$ cat config.mk
export PLATFORM = sky130hd
export DESIGN_NAME = usbdc_ctrl_regs
export DESIGN_NICKNAME = d
export VERILOG_FILES = /design/src/rtl/usbdc_pkg.sv /design/src/rtl/usbdc_w1c_bank.sv /design/src/rtl/usbdc_prime_bank.sv /design/src/rtl/usbdc_cmd_regs.sv /design/src/rtl/usbdc_ctrl_regs.sv
export SDC_FILE = /design/constraint.sdc
export NUM_CORES = 1
export LEC_CHECK = 0
export ABC_AREA = 0
export ABC_CLOCK_PERIOD_IN_PS = 5200
export BUFFER_PORTS_ARGS = -buffer_cell sky130_fd_sc_hd__clkbuf_2
export CAP_MARGIN = 20
export CORE_MARGIN = 2
export CORE_UTILIZATION = 45
export DETAILED_ROUTE_END_ITERATION = 10
export HOLD_SLACK_MARGIN = 0.08
export PLACE_DENSITY = 0.74
export SETUP_SLACK_MARGIN = 0.4
export SLEW_MARGIN = 40
export SYNTH_ARGS = -nofsm -noshare
export SYNTH_HDL_FRONTEND = slang
export SYNTH_HIERARCHICAL = 1
export SYNTH_SLANG_ARGS = --single-unit
export TNS_END_PERCENT = 20
$ cat constraint.sdc
create_clock -name clk -period 5.2 [get_ports clk]
set_input_delay 1.56 -clock clk [delete_from_list [all_inputs] [get_ports clk]]
set_output_delay 1.56 -clock clk [all_outputs]
set_load 0.1 [all_outputs]
$ cat src/rtl/usbdc_pkg.sv
// Package: register offsets shared by the register block and its checker.
// Assumes byte offsets on a 6-bit register address bus.
package usbdc_pkg;
    localparam logic [5:0] OFS_CMD   = 6'h00;
    localparam logic [5:0] OFS_STAT  = 6'h04;
    localparam logic [5:0] OFS_IEN   = 6'h08;
    localparam logic [5:0] OFS_ADDR  = 6'h0C;
    localparam logic [5:0] OFS_PORT  = 6'h10;
    localparam logic [5:0] OFS_EPEN  = 6'h14;
    localparam logic [5:0] OFS_SETUP = 6'h18;
    localparam logic [5:0] OFS_CMPL  = 6'h1C;
    localparam logic [5:0] OFS_PRIME = 6'h20;
    localparam logic [5:0] OFS_FLUSH = 6'h24;

    typedef struct packed {
        logic cmd;
        logic stat;
        logic ien;
        logic addr;
        logic epen;
        logic setup;
        logic cmpl;
        logic prime;
        logic flush;
    } wsel_t;
endpackage

$ cat src/rtl/usbdc_w1c_bank.sv
// Module: bank of event flags with write-one-to-clear.
// Assumes: a set input wins over a clear in the same cycle.
module usbdc_w1c_bank #(
    parameter int W = 16
) (
    input  logic         clk,
    input  logic         rst_n,
    input  logic [W-1:0] set_i,
    input  logic [W-1:0] clr_i,
    output logic [W-1:0] flags_o
);
    for (genvar i = 0; i < W; i++) begin : g_flag
        // One flag: event sets, write-one clears, set has priority.
        always_ff @(posedge clk) begin
            if (!rst_n)         flags_o[i] <= 1'b0;
            else if (set_i[i])  flags_o[i] <= 1'b1;
            else if (clr_i[i])  flags_o[i] <= 1'b0;
        end
    end
endmodule

$ cat src/rtl/usbdc_prime_bank.sv
// Module: pending prime requests per endpoint.
// Assumes: a clear (ack, flush or bus reset) wins over a software set.
module usbdc_prime_bank #(
    parameter int W = 16
) (
    input  logic         clk,
    input  logic         rst_n,
    input  logic [W-1:0] set_i,
    input  logic [W-1:0] clr_i,
    output logic [W-1:0] prime_o
);
    // Accumulate set requests, then remove cleared ones.
    always_ff @(posedge clk) begin
        if (!rst_n) prime_o <= '0;
        else        prime_o <= (prime_o | set_i) & ~clr_i;
    end
endmodule

$ cat src/rtl/usbdc_cmd_regs.sv
// Module: run/stop, soft reset, interrupt enable and device address.
// Assumes: soft reset takes effect one edge after it is written and
// then clears itself; core_rst_n resets the rest of the block.
module usbdc_cmd_regs #(
    parameter int ADDR_W = 7
) (
    input  logic              clk,
    input  logic              rst_n,
    input  logic              wr_cmd,
    input  logic              wr_ien,
    input  logic              wr_addr,
    input  logic [31:0]       wdata,
    input  logic              bus_rst,
    output logic              core_rst_n,
    output logic              run_o,
    output logic              softrst_o,
    output logic              ien_o,
    output logic [ADDR_W-1:0] addr_o
);
    assign core_rst_n = rst_n & ~softrst_o;

    // Soft-reset bit: lives for one cycle after the write.
    always_ff @(posedge clk) begin
        if (!rst_n) softrst_o <= 1'b0;
        else        softrst_o <= wr_cmd & wdata[1];
    end

    // Run/stop and interrupt enable, cleared by soft reset.
    always_ff @(posedge clk) begin
        if (!core_rst_n) begin
            run_o <= 1'b0;
            ien_o <= 1'b0;
        end else begin
            if (wr_cmd) run_o <= wdata[0];
            if (wr_ien) ien_o <= wdata[0];
        end
    end

    // Device address: bus reset forces zero over software writes.
    always_ff @(posedge clk) begin
        if (!core_rst_n)  addr_o <= '0;
        else if (bus_rst) addr_o <= '0;
        else if (wr_addr) addr_o <= wdata[ADDR_W-1:0];
    end
endmodule

$ cat src/rtl/usbdc_ctrl_regs.sv
// Module: top of the USB device controller control/status registers.
// Decodes the register bus, holds endpoint enables, muxes read data.
// Assumes 2 <= N_EP <= 32 and ADDR_W <= 32.
module usbdc_ctrl_regs
    import usbdc_pkg::*;
#(
    parameter int N_EP   = 16,
    parameter int ADDR_W = 7
) (
    input  logic              clk,
    input  logic              rst_n,
    input  logic [5:0]        reg_addr,
    input  logic              reg_wr,
    input  logic [31:0]       reg_wdata,
    output logic [31:0]       reg_rdata,
    input  logic              bus_rst,
    input  logic              port_chg_evt,
    input  logic              suspend,
    input  logic              hs_port,
    input  logic [N_EP-1:0]   setup_evt,
    input  logic [N_EP-1:0]   cmpl_evt,
    input  logic [N_EP-1:0]   prime_ack,
    output logic [ADDR_W-1:0] dev_addr,
    output logic [N_EP-1:0]   ep_enable,
    output logic [N_EP-1:0]   prime_req,
    output logic              run_out,
    output logic              irq
);
    localparam int NST = 2;

    wsel_t            wsel;
    logic             core_rst_n;
    logic             softrst_q;
    logic             ien_q;
    logic [N_EP-1:1]  ep_hi_q;
    logic [N_EP-1:0]  setup_q, cmpl_q;
    logic [NST-1:0]   stat_q;
    logic [N_EP-1:0]  wmask;

    assign wmask = reg_wdata[N_EP-1:0];

    // Write decode: one strobe per writable register.
    always_comb begin
        wsel       = '0;
        wsel.cmd   = reg_wr && reg_addr == OFS_CMD;
        wsel.stat  = reg_wr && reg_addr == OFS_STAT;
        wsel.ien   = reg_wr && reg_addr == OFS_IEN;
        wsel.addr  = reg_wr && reg_addr == OFS_ADDR;
        wsel.epen  = reg_wr && reg_addr == OFS_EPEN;
        wsel.setup = reg_wr && reg_addr == OFS_SETUP;
        wsel.cmpl  = reg_wr && reg_addr == OFS_CMPL;
        wsel.prime = reg_wr && reg_addr == OFS_PRIME;
        wsel.flush = reg_wr && reg_addr == OFS_FLUSH;
    end

    usbdc_cmd_regs #(.ADDR_W(ADDR_W)) u_cmd (
        .clk(clk), .rst_n(rst_n), .wr_cmd(wsel.cmd), .wr_ien(wsel.ien),
        .wr_addr(wsel.addr), .wdata(reg_wdata), .bus_rst(bus_rst),
        .core_rst_n(core_rst_n), .run_o(run_out), .softrst_o(softrst_q),
        .ien_o(ien_q), .addr_o(dev_addr)
    );

    // Endpoint enables 1..N-1; bus reset drops them, endpoint 0 is fixed on.
    always_ff @(posedge clk) begin
        if (!core_rst_n)    ep_hi_q <= '0;
        else if (bus_rst)   ep_hi_q <= '0;
        else if (wsel.epen) ep_hi_q <= reg_wdata[N_EP-1:1];
    end
    assign ep_enable = {ep_hi_q, 1'b1};

    usbdc_w1c_bank #(.W(N_EP)) u_setup (
        .clk(clk), .rst_n(core_rst_n), .set_i(setup_evt),
        .clr_i(wsel.setup ? wmask : '0), .flags_o(setup_q)
    );

    usbdc_w1c_bank #(.W(N_EP)) u_cmpl (
        .clk(clk), .rst_n(core_rst_n), .set_i(cmpl_evt),
        .clr_i(wsel.cmpl ? wmask : '0), .flags_o(cmpl_q)
    );

    usbdc_w1c_bank #(.W(NST)) u_stat (
        .clk(clk), .rst_n(core_rst_n), .set_i({port_chg_evt, bus_rst}),
        .clr_i(wsel.stat ? reg_wdata[NST-1:0] : '0), .flags_o(stat_q)
    );

    usbdc_prime_bank #(.W(N_EP)) u_prime (
        .clk(clk), .rst_n(core_rst_n),
        .set_i(wsel.prime ? wmask : '0),
        .clr_i(prime_ack | (wsel.flush ? wmask : '0) | {N_EP{bus_rst}}),
        .prime_o(prime_req)
    );

    assign irq = stat_q[0] & ien_q;

    // Read mux: zero-extended register contents; flush always reads 0.
    always_comb begin
        unique case (reg_addr)
            OFS_CMD:   reg_rdata = {30'd0, softrst_q, run_out};
            OFS_STAT:  reg_rdata = {29'd0, suspend, stat_q};
            OFS_IEN:   reg_rdata = {31'd0, ien_q};
            OFS_ADDR:  reg_rdata = 32'(dev_addr);
            OFS_PORT:  reg_rdata = {30'd0, hs_port, bus_rst};
            OFS_EPEN:  reg_rdata = 32'(ep_enable);
            OFS_SETUP: reg_rdata = 32'(setup_q);
            OFS_CMPL:  reg_rdata = 32'(cmpl_q);
            OFS_PRIME: reg_rdata = 32'(prime_req);
            default:   reg_rdata = 32'd0;
        endcase
    end
endmodule

==> out/metrics.csv, run 1 <==
metric,value,unit
status,"finished, final reports clean",
core,0.00933,mm^2
synth-xor-area-share,0,
critPathKind,in -> out,
fin_tns_setup,0,ps
worstHoldStart,ep_hi_q[4],
syn_to_final_growth,25.5,%
ioPinCount,166,
fin_skew,7.18,ps
placed_cells,712,
dieArea,0.0105,mm^2
max_freq,208,MHz
hold-path-endpoint,ep_hi_q[4],
vdd_ir_drop_max,142,uV
drt_wl_total,13300,um
synth_cells,481,
ys_seq_area_frac,0.345,
port_buffers,132,
drtAntennaViolNets,0,
post-dp-hpwl,9360,um
drc,0,
yosys.area.top_type_share,0.345,
synth_edf_count,0,
synth_most_common_cell,dfxtp_1,
setup_viol,0,
min_period,4800,ps
cts_tree,yes,
synth_compound_area_frac,0.177,
slew_viol_final,0,
yosys.area_share.simple,0.353,
p_per_area,244,mW/mm^2
dr.pass1.iters,5,
synth_fa_ha_area_frac,0,
r2r-start,u_cmd/softrst_o,
whs_path_depth,2,
startpoint_type,input port,
rows,35,
grt-ovfl-total,0,
power.leakage,2.44,nW
ys_top_cells_by_count,"75 x dfxtp_1, 61 x and3_1, 34 x o21a_1, 33 x nor2b_1, 32 x nand3b_1",
gp_congestion,0.900,
p_sw,0.000386,W
worst_skew_pair.late_latency,350,ps
intPower,0.000950,W
place_area,0.00518,mm^2
worstRegToRegCells,4,
crit_required,3640,ps
htree_levels,3,
synth_top_cell_by_area,dfxtp_1,
synth_area_leaders,"dfxtp_1 34%, and3_1 8.8%, o21a_1 5.9%",
synth_seq_cells,75,
synthFlopType,dfxtp_1,
grt_pass1_vias,4002,
grt_usage,0.255,
cts_root_buf,clkbuf_8,
cp_max_fo,24,
antenna_cells,0,
nets,691,
share_comb_of_total_power,0.167,
ys_async_sr_fraction,0,
die_h,102,um
drive_gt1_frac,0.342,
syn_area_per_cell,9.06,um^2
grt_pass1_wl,20700,um
synth.distinct_cells,50,
yosys_warnings,6,
num_vias,4178,
p_clk_frac,0.382,
post_drt_wl_per_cell,18.1,um
max_slew_margin,0.595,
cts_buffer_depth,2,
initial_utilization,0.467,
switching_share,0.289,
die-width,102,um
pwr-share-seq,0.452,
grt_max_degree,52,
arrival,3240,ps
rsz0062_at_grt,yes,
yosys-mux-area-fraction,0.0330,
finalInstanceArea,0.00547,mm^2
synthesis.area,0.00436,mm^2
fin_crit_sh,0.923,
antenna_found_initial,0,
hold_path.class,reg -> reg,
max_cap_violations,0,
reg2reg_slack,3440,ps
numCtsBuffers,9,
fin_cells,732,
r2r_end,ep_hi_q[2],
synth_top_family_by_area,simple AND/OR/NAND/NOR gates,
drt_iter0_drc,237,
hold_viol,0,
clk_pin_slew,80,ps
cts.sinks,75,
end_kind,output pin,
tightestPinTransition,607,ps
avgViaCountPerCell,5.71,
-- stage by stage --
stage                     worst slack [ps]  utilization  hold WS, ps  power (W)
after floorplan                        272            -          469   0.000778
after global placement                 326        0.555          474   0.000828
after detailed placement               326        0.555          486   0.000833
after CTS                              323        0.580          500    0.00133
after global routing                   368        0.586          524    0.00138
final                                  402        0.586          503    0.00134
-- power by group through the flow --
stage	sequential (W)	clock (W)	combinational, W
after detailed placement	0.000616	0	0.000217
after global placement	0.000615	0	0.000213
after global routing	0.000605	0.000544	0.000235
final	0.000603	0.000510	0.000223
after floorplan	0.000615	0	0.000162
after CTS	0.000602	0.000515	0.000218
-- worst max-delay path by stage --
stage                      startpoint       endpoint  slack [ps]  cells past startpoint
after floorplan           reg_addr[4]  reg_rdata[11]         270                      6
after global placement    reg_addr[1]   reg_rdata[6]         330                      6
after detailed placement  reg_addr[1]   reg_rdata[5]         330                      6
after CTS                 reg_addr[1]   reg_rdata[6]         320                      6
after global routing      reg_addr[4]   reg_rdata[6]         370                      6
final                     reg_addr[5]   reg_rdata[5]         400                      6
-- state kept, by name (all words and copies together), names as in the netlist --
register,count
u_cmd/run_o,1
u_cmd/softrst_o,1
u_cmd/ien_o,1
u_stat/flags_o,2
u_setup/flags_o,16
u_cmd/addr_o,7
u_cmpl/flags_o,16
ep_hi_q,15
u_prime/prime_o,16
-- cell type report --
type                            instances  area (um^2)
Clock buffer                           10          138
Clock inverter                          6         88.8
Fill cell                             847         3860
Inverter                                1         3.75
Multi-Input combinational cell        363         2540
Sequential cell                        75         1500
Tap cell                              129          161
Timing Repair Buffer                  148         1040
-- repair_timing --
| action | 4_1_cts | 5_1_grt |
|---|---|---|
| gates cloned | 0 | 0 |
| hold buffers | 0 | 0 |
| hold endpoints to repair | 0 | 0 |
| setup buffers | 0 | 4 |
| resized for setup | 0 | 9 |
| setup endpoints to repair | 4 | 12 |
| pin swaps | 0 | 2 |
-- critical path, stage by stage --
cell and delay (ps):
clkbuf_2 160, or4b_4 620, buf_4 260, a21oi_1 230, or4_1 200, buf_8 210
-- cells by family (layout without fill, tap and decap cells) --
kind of cell	after synthesis	after routing
muxes	13	13
other	2	17
and+or+nand+nor	225	225
DFF	75	75
buffers and inverters	58	165
AOI/OAI and AO/OA	108	108
-- layer usage --
| metal | track usage | share of wire | wire length [um] | up-vias |
|---|---|---|---|---|
| li1 | - | - | - | 1935 |
| met1 | 0.349 | 0.43 | 5760 | 2028 |
| met2 | 0.405 | 0.47 | 6220 | 186 |
| met3 | 0.0458 | 0.071 | 938 | 29 |
| met4 | 0.0882 | 0.026 | 345 | 0 |
| met5 | 0 | 0 | 0 | - |
-- cells in the final DEF (no fill, tap or decap), types with 3 or more instances in the layout --
cell type,instances
a211o_1,16
a21oi_1,22
a21oi_2,9
a221o_1,5
a221o_2,4
and2_1,3
and3_1,61
buf_12,16
buf_4,13
clkbuf_2,115
clkbuf_8,10
conb_1,17
dfxtp_1,75
mux2i_1,11
nand2_1,4
nand2b_1,3
nand3_1,18
nand3b_1,32
nor2_1,28
nor2b_1,33
nor3b_2,16
o21a_1,34
o21ai_0,10
o21ai_1,5
or4_1,5
Power figures use the tool's default switching activity.
==> inputs of run 2 (changes only) <==
--- a/config.mk
+++ b/config.mk
@@ -6,7 +6,7 @@
 export NUM_CORES = 1
 export LEC_CHECK = 0
 export ABC_AREA = 0
-export ABC_CLOCK_PERIOD_IN_PS = 5200
+export ABC_CLOCK_PERIOD_IN_PS = 4600
 export BUFFER_PORTS_ARGS = -buffer_cell sky130_fd_sc_hd__clkbuf_2
 export CAP_MARGIN = 20
 export CORE_MARGIN = 2
==> constraint.sdc (replaced) <==
create_clock -name clk -period 4.6 [get_ports clk]
set_input_delay 1.38 -clock clk [delete_from_list [all_inputs] [get_ports clk]]
set_output_delay 1.38 -clock clk [all_outputs]
set_load 0.1 [all_outputs]
==> run 2 against run 1 <==
Compared with the run above:
- core utilization increased by 3.3 points
- highest routed layer unchanged
- register-to-register slack got worse by 340 ps
- largest cell class unchanged
- flip-flop and latch count unchanged
- worst hold slack improved by 8.4 ps
- critical path type unchanged
- worst setup slack got worse by 47 ps
- via count increased by 3.9%
- wire length increased by 13%
==> out/metrics.csv, run 2 (same netlist as run 1, synthesis figures left out) <==
metric,value,unit
status,"finished, final reports clean",
grt_pass1_wl,21700,um
rsz0062_at_grt,yes,
initial_utilization,0.467,
vdd_ir_drop_max,174,uV
fin_skew,5.93,ps
die_h,102,um
grt_max_degree,52,
worst_skew_pair.late_latency,350,ps
ioPinCount,166,
p_per_area,261,mW/mm^2
startpoint_type,input port,
power.leakage,2.58,nW
critPathKind,in -> out,
max_freq,236,MHz
drt_wl_total,15000,um
max_stage_delay,630,ps
cp_common_cell,buf_12,
multi_input_area,0.00262,mm^2
crit_buf_inv,3,
tightestPinTransition,615,ps
drt_iter0_drc,350,
slew_viol_final,0,
antenna_found_initial,0,
grt_pass1_vias,4074,
dieArea,0.0105,mm^2
seqCellArea,0.00150,mm^2
post_drt_wl_per_cell,20.0,um
max_cap_violations,0,
clk_pin_slew,80,ps
min_period,4240,ps
cp_top_family,simple AND/OR/NAND/NOR gates,
rows,35,
dr.pass1.iters,6,
cp_max_fo,8,
setup_viol,0,
drive_gt1_frac,0.373,
num_vias,4339,
drtAntennaViolNets,0,
die-width,102,um
end_kind,output pin,
avgViaCountPerCell,5.80,
cts_root_buf,clkbuf_8,
drc,0,
grt-ovfl-total,0,
layout_commonest_cell,clkbuf_2,
hold_path.class,reg -> reg,
fin_tns_setup,0,ps
post-dp-hpwl,9470,um
max_slew_margin,0.590,
fillers,782,
fin_cells,748,
core,0.00933,mm^2
arrival,2860,ps
cts_buffer_depth,2,
crit_required,3220,ps
fin_crit_sh,0.923,
antenna_cells,0,
port_buffers,132,
numCtsBuffers,9,
layout_common_cells,"110 x clkbuf_2, 75 x dfxtp_1, 61 x and3_1, 34 x o21a_1, 33 x nor2b_1",
hold_viol,0,
gp_congestion,0.877,
syn_to_final_growth,32.5,%
cpMaxStageDelayCell,or4b_4,
largestRegisters,"u_cmpl/flags_o (16), u_prime/prime_o (16), u_setup/flags_o (16)",
cp_cell_sequence,buf_12 -> or4b_4 -> nor2_4 -> buf_8 -> a221o_1 -> buf_12,
nets,707,
cts_tree,yes,
placed_cells,719,
final_core_util,0.619,
cts.sinks,75,
htree_levels,3,
grt_usage,0.271,
==> run 2: cell count changes in the layout (fill, tap and decap cells not counted), sizes merged <==
cell,change
buf,+14
bufbuf,+1
bufinv,-1
clkbuf,+1
clkinvlp,-1
or4b,+2
==> run 2: area by class of cell <==
| type | count | area share |
|---|---|---|
| flip-flops and latches | 75 | 0.260 |
| repair buffers | 162 | 0.221 |
| inverters | 1 | 0.000650 |
| multi-input cells | 365 | 0.453 |
| clock buffers | 12 | 0.0286 |
| clock inverters | 4 | 0.00824 |
| well taps | 129 | 0.0280 |
==> run 2: worst paths after layout <==
kind / startpoint / endpoint / slack, ps / depth (start not counted)
worst min register to register: ep_hi_q[7] / ep_hi_q[7] / 510 / 2
worst max-delay path: reg_addr[1] / reg_rdata[7] / 360 / 6
worst max register to register: u_cmd/softrst_o / u_prime/prime_o[8] / 3100 / 4
worst min-delay path: ep_hi_q[7] / ep_hi_q[7] / 510 / 2
==> run 2: timing repair <==
action,CTS,global route
pin swaps,6,5
gates resized for setup,20,24
hold buffers,0,0
setup endpoints to repair,15,15
buffers inserted,4,4
gates cloned,3,2
==> run 2: power by group <==
part	internal [W]	total, W	switching, W
clock	0.000294	0.000548	0.000255
sequential	0.000671	0.000682	0.0000113
combinational	0.0000998	0.000279	0.000179
total	0.00106	0.00151	0.000445
==> run 2: metrics by stage <==
| stage | total power (W) | cell area [um^2] | worst slack, ps | hold slack (ps) |
|---|---|---|---|---|
| 4_1_cts | 0.00149 | 5660 | 343 | 511 |
| 2_1_floorplan | 0.000882 | 4450 | 143 | 469 |
| 3_3_place_gp | 0.000943 | 5270 | 292 | 477 |
| 3_5_place_dp | 0.000948 | 5270 | 266 | 500 |
| 6_report | 0.00151 | 5770 | 355 | 511 |
| 5_1_grt | 0.00155 | 5770 | 363 | 534 |
==> run 2: routing by layer <==
metal | track usage | wire [um] | part of all wire | vias to the layer above
met3 | 0.0588 | 1260 | 0.084 | 33
met1 | 0.361 | 6130 | 0.41 | 2088
met4 | 0.112 | 374 | 0.025 | 0
met5 | 0 | 0 | 0 | -
met2 | 0.429 | 7230 | 0.48 | 238
li1 | - | - | - | 1980
==> run 2: tightest hold or removal path, stage by stage, from the launching register on <==
cell and delay, ps:
dfxtp_1 330, o21ai_0 70, a21oi_1 60
==> inputs of run 3 (changes only) <==
--- a/config.mk
+++ b/config.mk
@@ -13,11 +13,10 @@
 export CORE_UTILIZATION = 45
 export DETAILED_ROUTE_END_ITERATION = 10
 export HOLD_SLACK_MARGIN = 0.08
-export PLACE_DENSITY = 0.74
+export PLACE_DENSITY = 0.78
 export SETUP_SLACK_MARGIN = 0.4
 export SLEW_MARGIN = 40
 export SYNTH_ARGS = -nofsm -noshare
 export SYNTH_HDL_FRONTEND = slang
-export SYNTH_HIERARCHICAL = 1
 export SYNTH_SLANG_ARGS = --single-unit
 export TNS_END_PERCENT = 20
==> run 3 against run 2 <==
Compared with the run above:
- global-route usage decreased by 1.3 points
- first-iteration DRC count decreased by 38%
- critical path depth increased by 1
- critical path type unchanged
- critical endpoint is now reg_rdata[15]
- largest cell class unchanged
- largest power group unchanged
==> out/metrics.csv, run 3 <==
metric,value,unit
synth_top_cell_by_area,dfxtp_1,
syn_area_per_cell,8.89,um^2
worst_skew_pair.late_latency,340,ps
htree_levels,3,
max_slew_margin,0.419,
post-dp-hpwl,7640,um
tightestPinTransition,872,ps
drc,0,
grt-ovfl-total,0,
avgViaCountPerCell,5.75,
fin_skew,9.05,ps
rows,31,
setup_viol,0,
synth_most_common_cell,dfxtp_1,
dr.pass1.iters,5,
drive_gt1_frac,0.397,
cts.sinks,75,
max_cap_violations,0,
synth.distinct_cells,33,
p_clk_frac,0.393,
drtAntennaViolNets,0,
pwr-share-seq,0.468,
vdd_ir_drop_max,219,uV
syn_to_final_growth,40.2,%
synthesis.area,0.00344,mm^2
ys_top_cells_by_count,"75 x dfxtp_1, 36 x inv_1, 34 x a31oi_1, 34 x o21ai_0, 30 x nor2_1",
slew_viol_final,0,
ys_seq_area_frac,0.436,
synth_cells,387,
fin_crit_sh,0.906,
switching_share,0.280,
num_vias,3585,
grt_pass1_vias,3434,
power.leakage,2.28,nW
drt-met1-wl,4360,um
antenna_cells,0,
layout_commonest_cell,clkbuf_2,
layout_common_cells,"112 x clkbuf_2, 75 x dfxtp_1, 36 x inv_1, 34 x o21ai_0, 34 x a31oi_1",
hold_path.class,reg -> reg,
min_period,4170,ps
cp_max_fo,7,
p_sw,0.000409,W
grt_max_degree,39,
wl_met3,963,um
yosys.area.top_type_share,0.436,
largestRegisters,"u_cmpl.flags_o (16), u_prime.prime_o (16), u_setup.flags_o (16)",
dieArea,0.00836,mm^2
port_buffers,132,
synth_edf_count,0,
share_comb_of_total_power,0.139,
drt_wl_total,11200,um
cts_tree,yes,
cts_buffer_depth,2,
clk_pin_slew,70,ps
post_drt_wl_per_cell,17.9,um
crit_required,3220,ps
die-width,91.5,um
p_per_area,302,mW/mm^2
initial_utilization,0.470,
synth_seq_cells,75,
hold-path-endpoint,u_cmd.addr_o[5],
max_freq,240,MHz
worstHoldStart,u_cmd.addr_o[5],
r2r-start,u_cmd.softrst_o,
final_core_util,0.658,
grt_pass1_wl,17200,um
ioPinCount,166,
die_h,91.5,um
intPower,0.00105,W
dr_wl_met2,5610,um
synth_area_leaders,"dfxtp_1 44%, mux2i_1 7.3%, a31oi_1 6.2%",
worstRegToRegCells,4,
reg2reg_slack,2890,ps
end_kind,output pin,
ys_async_sr_fraction,0,
synthFlopType,dfxtp_1,
antenna_found_initial,0,
cts_hold_buf,0,
rsz0062_at_grt,yes,
fin_tns_setup,0,ps
holdWs,535,ps
grt_usage,0.259,
core,0.00733,mm^2
power,0.00146,W
r2r_end,u_prime.prime_o[5],
status,"finished, final reports clean",
critPathKind,in -> out,
hold_viol,0,
whs_path_depth,2,
nets,612,
gp_congestion,0.887,
numCtsBuffers,9,
cts_root_buf,clkbuf_8,
yosys_warnings,0,
drt_iter0_drc,216,
arrival,2790,ps
startpoint_type,input port,
top_layer_used,met4,
-- run 3: area by class of cell --
class | count | area [um^2]
clock inverters | 5 | 83.8
clock buffers | 11 | 141
fillers | 620 | 2510
inverters | 36 | 135
multi-input cells | 250 | 1770
flip-flops and latches | 75 | 1500
well taps | 99 | 124
repair buffers | 147 | 1070
-- run 3: through the flow --
stage,std cells,area [um^2],worst slack (ps)
after floorplan,402,3550,263
after global placement,603,4450,283
after detailed placement,603,4460,333
after CTS,619,4700,374
after global routing,623,4820,370
final,623,4820,432
-- run 3: power groups by stage --
stage	Combinational, W	Sequential [W]	Clock [W]
after detailed placement	0.000195	0.000696	0
after floorplan	0.000134	0.000696	0
after CTS	0.000196	0.000681	0.000579
final	0.000203	0.000682	0.000574
after global placement	0.000190	0.000695	0
after global routing	0.000215	0.000685	0.000607
-- run 3: layer usage --
| metal | global-route usage | up-vias |
|---|---|---|
| li1 | - | 1658 |
| met1 | 0.317 | 1693 |
| met2 | 0.441 | 208 |
| met3 | 0.0523 | 26 |
| met4 | 0.106 | 0 |
| met5 | 0 | - |
-- run 3: worst max path at each step --
stage          cells after the start        start  slack [ps]             to
3_5_place_dp                       7  reg_addr[4]         330  reg_rdata[15]
3_3_place_gp                       7  reg_addr[0]         280   reg_rdata[1]
5_1_grt                            7  reg_addr[0]         370   reg_rdata[9]
2_1_floorplan                      7  reg_addr[4]         260   reg_rdata[5]
6_report                           7  reg_addr[0]         430  reg_rdata[15]
4_1_cts                            7  reg_addr[2]         370   reg_rdata[4]
-- run 3: worst max-delay path: stages --
cell	delay, ps
buf_8	100
or4_4	560
nor2_4	190
clkbuf_16	200
a22oi_2	80
nand2_2	90
buf_12	180
-- run 3: what timing repair did --
action,4_1_cts,5_1_grt
endpoints found under the setup margin,15,16
resized for setup,3,24
gates cloned,0,1
setup buffers,0,2
pin swaps,0,5
-- run 3: cell families (layout without fill, tap and decap cells) --
logic type,after synthesis,in the layout,share of synthesized area
compound gates,134,134,0.273
buf+inv,77,199,0.107
flops,75,75,0.436
mux,26,26,0.0792
other cells,2,17,0.00218
simple gates,73,73,0.103
